--- config.mk ---
export PLATFORM = sky130hd
export DESIGN_NAME = staged_clkdiv_ctrl
export DESIGN_NICKNAME = d
export VERILOG_FILES = /design/src/rtl/stg_div_pkg.sv /design/src/rtl/stg_regs.sv /design/src/rtl/stg_divider.sv /design/src/rtl/staged_clkdiv_ctrl.sv
export SDC_FILE = /design/constraint.sdc
export NUM_CORES = 1
export LEC_CHECK = 0
export ABC_AREA = 1
export CORE_ASPECT_RATIO = 1.4
export CORE_MARGIN = 2
export CORE_UTILIZATION = 60
export DETAILED_ROUTE_END_ITERATION = 6
export PLACE_DENSITY_LB_ADDON = 0.1
export SETUP_SLACK_MARGIN = 0.3
export SYNTH_ARGS = -nofsm -noshare
export SYNTH_HDL_FRONTEND = slang
export SYNTH_SLANG_ARGS = --single-unit
--- constraint.sdc ---
create_clock -name clk -period 1.88 [get_ports clk]
set_input_delay 0.188 -clock clk [delete_from_list [all_inputs] [get_ports clk]]
set_output_delay 0.188 -clock clk [all_outputs]
set_load 0.02 [all_outputs]
--- src/rtl/stg_div_pkg.sv ---
package stg_div_pkg;
  localparam int FLAG_LSB = 3;
  localparam int GO_BIT   = 0;
  localparam int BUSY_BIT = 1;

  typedef enum logic [1:0] {
    SEL_RATIO  = 2'd0,
    SEL_CTRL   = 2'd1,
    SEL_STATUS = 2'd2,
    SEL_NONE   = 2'd3
  } reg_sel_e;
endpackage

--- src/rtl/stg_regs.sv ---
module stg_regs
  import stg_div_pkg::*;
#(
  parameter int NUM_OUT = 2,
  parameter int RATIO_W = 5,
  parameter int DATA_W  = 8,
  parameter int ADDR_W  = 2
) (
  input  logic                              clk,
  input  logic                              rst_n,
  input  logic [ADDR_W-1:0]                 addr,
  input  logic                              wr,
  input  logic [DATA_W-1:0]                 wdata,
  output logic [DATA_W-1:0]                 rdata,
  output logic [NUM_OUT-1:0][RATIO_W-1:0]   active,
  output logic                              busy
);
  localparam int CTRL_ADDR = NUM_OUT;
  localparam int STAT_ADDR = NUM_OUT + 1;

  logic [NUM_OUT-1:0][RATIO_W-1:0] pend;
  logic [NUM_OUT-1:0][RATIO_W-1:0] act;
  logic [NUM_OUT-1:0]              flag;
  logic [RATIO_W-1:0]              wval;
  reg_sel_e                        sel;

  assign wval   = wdata[RATIO_W-1:0];
  assign active = act;

  always_comb begin
    if (int'(addr) < NUM_OUT)        sel = SEL_RATIO;
    else if (int'(addr) == CTRL_ADDR) sel = SEL_CTRL;
    else if (int'(addr) == STAT_ADDR) sel = SEL_STATUS;
    else                              sel = SEL_NONE;
  end

  always_ff @(posedge clk or negedge rst_n) begin
    if (!rst_n) begin
      pend <= '0;
      act  <= '0;
      flag <= '0;
      busy <= 1'b0;
    end else if (busy) begin
      for (int i = 0; i < NUM_OUT; i++)
        if (flag[i]) act[i] <= pend[i];
      flag <= '0;
      busy <= 1'b0;
    end else if (wr) begin
      for (int i = 0; i < NUM_OUT; i++) begin
        if (sel == SEL_RATIO && int'(addr) == i) begin
          pend[i] <= wval;
          flag[i] <= (wval != act[i]);
        end
      end
      if (sel == SEL_CTRL && wdata[GO_BIT] && |flag)
        busy <= 1'b1;
    end
  end

  always_comb begin
    rdata = '0;
    case (sel)
      SEL_RATIO: begin
        for (int i = 0; i < NUM_OUT; i++)
          if (int'(addr) == i) rdata[RATIO_W-1:0] = pend[i];
      end
      SEL_CTRL:   rdata[BUSY_BIT] = busy;
      SEL_STATUS: begin
        for (int i = 0; i < NUM_OUT; i++) rdata[FLAG_LSB+i] = flag[i];
      end
      default: rdata = '0;
    endcase
  end

  // the hold cycle always leaves every flag clear
  a_r7_flags_clear: assert property (@(posedge clk) disable iff (!rst_n)
    busy |=> (flag == '0));

  // active ratios only move at the end of a hold cycle
  a_r4_active_frozen: assert property (@(posedge clk) disable iff (!rst_n)
    !busy |=> $stable(act));

  // a GO with nothing flagged never starts a hold
  a_r9_idle_go: assert property (@(posedge clk) disable iff (!rst_n)
    (!busy && flag == '0) |=> !busy);

  for (genvar g = 0; g < NUM_OUT; g++) begin : g_flag_chk
    // writing back the active ratio leaves the flag clear
    a_r3_same_ratio: assert property (@(posedge clk) disable iff (!rst_n)
      (wr && !busy && int'(addr) == g && wval == act[g]) |=> !flag[g]);
  end
endmodule

--- src/rtl/stg_divider.sv ---
module stg_divider #(
  parameter int RATIO_W = 5
) (
  input  logic               clk,
  input  logic               rst_n,
  input  logic [RATIO_W-1:0] ratio,
  input  logic               hold,
  output logic               en
);
  logic [RATIO_W-1:0] cnt;

  always_ff @(posedge clk or negedge rst_n) begin
    if (!rst_n)            cnt <= '0;
    else if (hold)         cnt <= '0;
    else if (cnt >= ratio) cnt <= '0;
    else                   cnt <= cnt + 1'b1;
  end

  assign en = !hold && (cnt == '0);

  // the counter never runs past the ratio outside a hold
  a_r11_cnt_bound: assert property (@(posedge clk) disable iff (!rst_n)
    !hold |-> (cnt <= ratio));

  // for a ratio above zero an enable is never followed by another
  a_r11_single_pulse: assert property (@(posedge clk) disable iff (!rst_n)
    (en && ratio != '0) |=> !en);
endmodule

--- src/rtl/staged_clkdiv_ctrl.sv ---
module staged_clkdiv_ctrl #(
  parameter int NUM_OUT = 2,
  parameter int RATIO_W = 5,
  parameter int DATA_W  = 8,
  parameter int ADDR_W  = 2
) (
  input  logic               clk,
  input  logic               rst_n,
  input  logic [ADDR_W-1:0]  bus_addr,
  input  logic               bus_wr,
  input  logic [DATA_W-1:0]  bus_wdata,
  output logic [DATA_W-1:0]  bus_rdata,
  output logic [NUM_OUT-1:0] div_en
);
  logic [NUM_OUT-1:0][RATIO_W-1:0] active;
  logic                            busy;

  stg_regs #(
    .NUM_OUT(NUM_OUT), .RATIO_W(RATIO_W), .DATA_W(DATA_W), .ADDR_W(ADDR_W)
  ) u_regs (
    .clk(clk), .rst_n(rst_n), .addr(bus_addr), .wr(bus_wr),
    .wdata(bus_wdata), .rdata(bus_rdata), .active(active), .busy(busy)
  );

  for (genvar g = 0; g < NUM_OUT; g++) begin : g_div
    stg_divider #(.RATIO_W(RATIO_W)) u_div (
      .clk(clk), .rst_n(rst_n), .ratio(active[g]), .hold(busy), .en(div_en[g])
    );
  end

  // every enable is quiet during the hold cycle
  a_r5_quiet_hold: assert property (@(posedge clk) disable iff (!rst_n)
    busy |-> (div_en == '0));

  // all outputs fire together on the first cycle after the hold
  a_r6_aligned: assert property (@(posedge clk) disable iff (!rst_n)
    $fell(busy) |-> (&div_en));

  // the hold lasts exactly one cycle, so a GO inside it cannot extend it
  a_r8_single_hold: assert property (@(posedge clk) disable iff (!rst_n)
    busy |=> !busy);
endmodule

---- After elaboration in Yosys (flattened, before gate mapping) ----
Cells that the tools add are included.
word-level totals
  bits in registers ....................... 33
operators by class
  add/subtract/negate cells ............... 2
  $lt $le $gt $ge ......................... 3
  eq/ne operators ......................... 7
  mux-type cells .......................... 20
  bitwise gates (word level) .............. 1
  reductions and logical operators ........ 21
operators with widths
  operator                                                         count
  5-bit 2-to-1 mux                                                 6
  5-bit by 1-bit adder with 5-bit output, second input constant    2
  5-bit >= comparator                                              2
  5-bit logical NOT                                                2
  5-bit inequality test                                            2
  1-bit 2-to-1 mux                                                 8
  2-bit 2-to-1 mux                                                 4
  2-bit AND reduction                                              4
  2-bit == test, second input constant                             3
  1-bit logical AND                                                6
  3-bit AND reduction                                              2
  2-bit nonzero test                                               3
  2-bit by 1-bit == test with 1-bit output, second input constant  2
  2-bit logical NOT                                                2
  2-bit case mux with 2 select lines                               1
  2-bit less-than comparator, second input constant                1
  1-bit case mux with 2 select lines                               1
  2-bit OR reduction                                               1
  1-bit logical NOT                                                1
  1-bit NOT                                                        1

---- Depth between registers and ports, before layout ----
  depth in word-level cells ............... 10
  depth in mapped cells ................... 7
  gate-level depth less buffers ........... 7

---- By module ----
A second synthesis with hierarchy kept.
unflattened totals
  cell total of the unflattened synthesis .. 273
  area, all modules ....................... 2,003.2 sq um
modules (own cells, without submodules)
  module       instances  cells an instance  area each (sq um)  seq. area each (sq um)
  stg_regs     1          163                1,224.9            575.6
  stg_divider  2          55                 389.1              125.1

---- Worst setup path before layout ----
No wires, ideal clock.
  kind .................................... register -> register
  start point ............................. register g_div[0].u_div.cnt[0]
  end point ............................... register g_div[0].u_div.cnt[0]
  library setup time ...................... 120 ps
  arrival time ............................ 1,059 ps
  data required time ...................... 1,760 ps
  path slack .............................. 701 ps
  cell stages (with the launch flop) ...... 8
  buffers on the path ..................... 0
  cell sequence ........................... dfrtp_1 > inv_1 > ha_1 > inv_1 > a21boi_0 > o21bai_1 > nand2_1 > nor2_1
on the way
  word-level cells in the longest chain between the ends .. 3
  elaborated cells on any way between the ends .. 4
  those cells by class .................... 1 x add/sub; 1 x order compare; 2 x mux
ends and longest elaborated chain
  what                                                                           RTL line                              text
  from (decl)                                                                    stg_divider.sv:10                     logic [RATIO_W-1:0] cnt;
  from (signal assigned)                                                         stg_divider.sv:16                     else cnt <= cnt + 1'b1;
  5-bit by 1-bit adder with 5-bit output or 5-bit >= comparator (tied branches)  stg_divider.sv:16, stg_divider.sv:15
  5-bit 2-to-1 mux *                                                             stg_divider.sv:15                     else if (cnt >= ratio) cnt <= '0;
  5-bit 2-to-1 mux *                                                             stg_divider.sv:14                     else if (hold) cnt <= '0;
Mark *: on every way between the ends. The rest lies on a longest branch, timed or not.
A chain may end at the register's enable or synchronous reset.

---- Final worst setup path ----
  start point ............................. register g_div[0].u_div.cnt[0]
  end point ............................... output div_en[0]
on the way
  word-level cells in the longest chain between the ends .. 2
ends and longest elaborated chain
  what               RTL line                  text
  5-bit logical NOT  stg_divider.sv:19         assign en = !hold && (cnt == '0);
  1-bit logical AND  stg_divider.sv:19
  to (decl)          staged_clkdiv_ctrl.sv:13  output logic [NUM_OUT-1:0] div_en
No other way between the ends.

==> PnR_summary.wiki <==
{| class="wikitable"
! Metric !! Value
|-
| Class of the worst hold path || primary input to async pin
|-
| Gate count of the mapped netlist || around 260
|-
| Via count || ~1600
|-
| Die area || approximately 0.0038 mm^2
|-
| Die extent in x || ~52 um
|-
| FF+latch count, synth || 33
|-
| Largest delay share family, worst path || flip-flops
|-
| Clock tree from TritonCTS || yes
|-
| Crit path max fanout || 3
|-
| Critical Path AT || 1.30 ns
|-
| Clock insertion delay at the later pin of the skew report || 0.29 ns
|-
| Detail Route Antenna Nets || 0
|-
| Worst stage delay on the critical path || just over 0.4 ns
|-
| Port Buffer Count || 16
|-
| Critical path startpoint category || flip-flop
|-
| Combined area of all synthesized cells || ~0.0020 mm^2
|-
| CTS HTree Levels || 2
|-
| Share of the synthesized area in the top cell type || a little over two fifths
|-
| Avg Cell Area, Syn || 7.683 um^2
|-
| Max-slew violation count || 0
|-
| Main flop type after synthesis || sky130_fd_sc_hd__dfrtp_1
|-
| Total setup violations reported at the end of the flow || 0
|-
| Post-detailed-route wirelength per cell || about 13 um
|-
| Number of synthesized flops with an enable pin || 0
|-
| Unrepaired setup endpoints after global routing || no
|-
| Area overhead of the layout relative to synthesis || 14.82%
|-
| Leakage power of the design || between 0.001 and 0.0015 uW
|-
| Clock-pin slew on the worst setup and hold paths || approximately 0.070 ns
|-
| Clock buffer count from CTS || 5
|-
| Gp weighted congestion || 0.8663
|-
| Max-capacitance violation count || 0
|-
| Maximum buffer depth of the clock tree || 2
|-
| Number of distinct library cell variants in the gate-level netlist after synthesis || 25
|-
| Post-layout net count || a little over 300
|-
| Hpwl dp || between 3000 and 4000 um
|-
| Number of global-route vias before repair || around 1600
|-
| Biggest area contributors in the synthesized netlist || sky130_fd_sc_hd__dfrtp_1 (42%), sky130_fd_sc_hd__nand2_1 (14%), sky130_fd_sc_hd__ha_1 (8.9%)
|-
| Ys Warns || 0
|-
| Clock period minus final worst setup slack || 1.490 ns
|-
| Layout cell share with drive strength beyond 1 || between 10 and 15%
|-
| Portion of the post-synthesis area used by sequential elements || 41.98%
|-
| Power density over the cells || ~1200 mW/mm^2
|-
| Number of antenna violations at the first check in global routing || 0
|-
| Library cell contributing the largest single delay on the critical path || sky130_fd_sc_hd__dfrtp_1
|-
| WP data required || between 1.5 and 2 ns
|-
| Highest clock rate || between 0.6 and 0.7 GHz
|-
| Filler cell count in the final layout || about 270
|-
| Count of TritonRoute iterations in the first routing pass || 4
|-
| Most numerous cell types in the synthesized netlist || sky130_fd_sc_hd__nand2_1 (71), sky130_fd_sc_hd__inv_1 (44), sky130_fd_sc_hd__dfrtp_1 (33), sky130_fd_sc_hd__nor2_1 (27), sky130_fd_sc_hd__o21ai_0 (15)
|-
| Worst hold slack || slightly above 0.3 ns
|-
| Clock net sink count || 33
|-
| Footprint of the multi-input gates || 927.1 um^2
|-
| Async set-reset flop share out of synthesis || 100.0%
|-
| Placed inst area || ~0.0022 mm^2
|-
| Top-count cell post-synth || sky130_fd_sc_hd__nand2_1
|-
| Outcome || completed
|-
| Vertical die dimension || slightly above 70 um
|-
| # rows || 24
|-
| Design area || around 0.0023 mm^2
|-
| Final hold violation count || 0
|-
| Share of the core filled with cells in the final layout || between 70% and 80%
|-
| CTS Root Cell || sky130_fd_sc_hd__clkbuf_8
|-
| Buffer and inverter count on the worst path || 2
|-
| Leading area contributor after synthesis || sky130_fd_sc_hd__dfrtp_1
|-
| Drc violations || 0
|-
| Largest clock skew in the final design || 0.005117 ns
|-
| Max IR drop VDD || between 800 and 900 uV
|-
| N_diodes || 0
|-
| Worst Path Class, Setup || flip-flop to primary output
|-
| Detailed router's first-iteration violation count || 46
|-
| Placeable core region || between 0.003 and 0.004 mm^2
|-
| Critical path endpoint category || primary output
|-
| Initial core utilization || 62.98%
|-
| Pin count of the biggest net entering global routing || 34
|-
| First-pass GRT wire length || a little over 7000 um
|-
| GRT Residual Overflow || 0
|-
| IO Count || 23
|-
| Post-route fraction of the period consumed by the critical path || 79.23%
|-
| Drt via density || roughly 5.1
|-
| Wire length reported by the detailed router || approximately 4200 um
|-
| Storage element area || a little over 800 um^2
|-
| Global router's overall resource usage || between 20% and 30%
|-
| Cell-by-cell listing of the critical path || inv_2 > ha_1 > nand3_1 > nor3_1 > buf_4
|}
-- power by group --
part,internal (uW),switching (uW)
clock network,331,261
registers,896,176
logic,408,595
-- routing by layer --
metal | share of wire [%] | GRT usage (%)
met5 | 0 | 0
met4 | 3.4 | 13.11
met3 | 3.3 | 6.250
met2 | 52 | 44.44
met1 | 41 | 30.15
-- worst register-to-register path, stage by stage (launching register included) --
cell,delay [ns]
sky130_fd_sc_hd__dfrtp_1,0.36
sky130_fd_sc_hd__inv_1,0.08
sky130_fd_sc_hd__ha_1,0.32
sky130_fd_sc_hd__nand2_1,0.07
sky130_fd_sc_hd__nand2_1,0.04
sky130_fd_sc_hd__a21oi_1,0.13
sky130_fd_sc_hd__nand2_1,0.14
sky130_fd_sc_hd__nor2_1,0.11
-- final cells by class --
cell class,instances,share of cell area [%]
flip-flops and latches,33,36.57
repair buffers,24,8.421
clock buffers,7,4.266
multi-input cells,174,41.05
well taps,39,2.161
inverters,44,7.313
clock inverters,1,0.2216
-- final timing paths --
check	start	to	slack, ns	cells after the start
worst max-delay path	g_div[0].u_div.cnt[0]	div_en[0]	0.39	5
worst min-delay path	rst_n	u_regs.pend[9]	0.30	2
worst max register to register	u_regs.active[3]	g_div[0].u_div.cnt[1]	0.55	7
worst min register to register	u_regs.pend[9]	u_regs.pend[9]	0.48	2
max in group asynchronous	rst_n	u_regs.active[0]	1.27	2
min in group clk	bus_addr[0]	u_regs.busy	0.46	4
-- sequential cells by signal (all words and copies together), names as in the netlist --
name and flops:
g_div.u_div.cnt 10, u_regs.active 10, u_regs.pend 10, u_regs.flag 2, u_regs.busy 1
-- logic make-up after synthesis --
family	synth area share, %
flip-flops	41.98
AO/OA/AOI/OAI	11.64
AND/OR/NAND/NOR	26.02
buffers and inverters	11.26
other	0.1907
adder cells (fa/ha/maj)	8.906
-- cells in the final DEF (no fill, tap or decap), types with 3 or more instances in the layout --
cell / count
sky130_fd_sc_hd__o21ai_1: 3
sky130_fd_sc_hd__buf_4: 9
sky130_fd_sc_hd__nor2_1: 27
sky130_fd_sc_hd__nand2_1: 71
sky130_fd_sc_hd__ha_1: 14
sky130_fd_sc_hd__a21oi_1: 3
sky130_fd_sc_hd__o21ai_0: 15
sky130_fd_sc_hd__clkdlybuf4s50_1: 8
sky130_fd_sc_hd__nand3_1: 13
sky130_fd_sc_hd__buf_2: 6
sky130_fd_sc_hd__o21ai_2: 5
sky130_fd_sc_hd__inv_1: 42
sky130_fd_sc_hd__dfrtp_1: 33
sky130_fd_sc_hd__conb_1: 3
sky130_fd_sc_hd__clkbuf_8: 7
sky130_fd_sc_hd__o221ai_1: 3
-- repair_timing --
item | 4_1_cts | 5_1_grt
pin swaps | 0 | 0
endpoints found under the setup margin | 7 | 4
setup buffers | 0 | 0
hold buffers | 0 | 0
hold endpoints to repair | 0 | 0
resized for setup | 31 | 6
-- stage by stage --
| step | TNS, ns | setup WS, ns | std cells | power [uW] |
|---|---|---|---|---|
| 2_1_floorplan | 0 | 0.7007 | 258 | 1838 |
| 3_3_place_gp | -0.1135 | -0.04019 | 314 | 2094 |
| 3_5_place_dp | -0.1547 | -0.06637 | 314 | 2122 |
| 4_1_cts | 0 | 0.3064 | 322 | 2678 |
| 5_1_grt | 0 | 0.3065 | 322 | 2896 |
| 6_report | 0 | 0.3904 | 322 | 2666 |
Power figures use the tool's default switching activity.
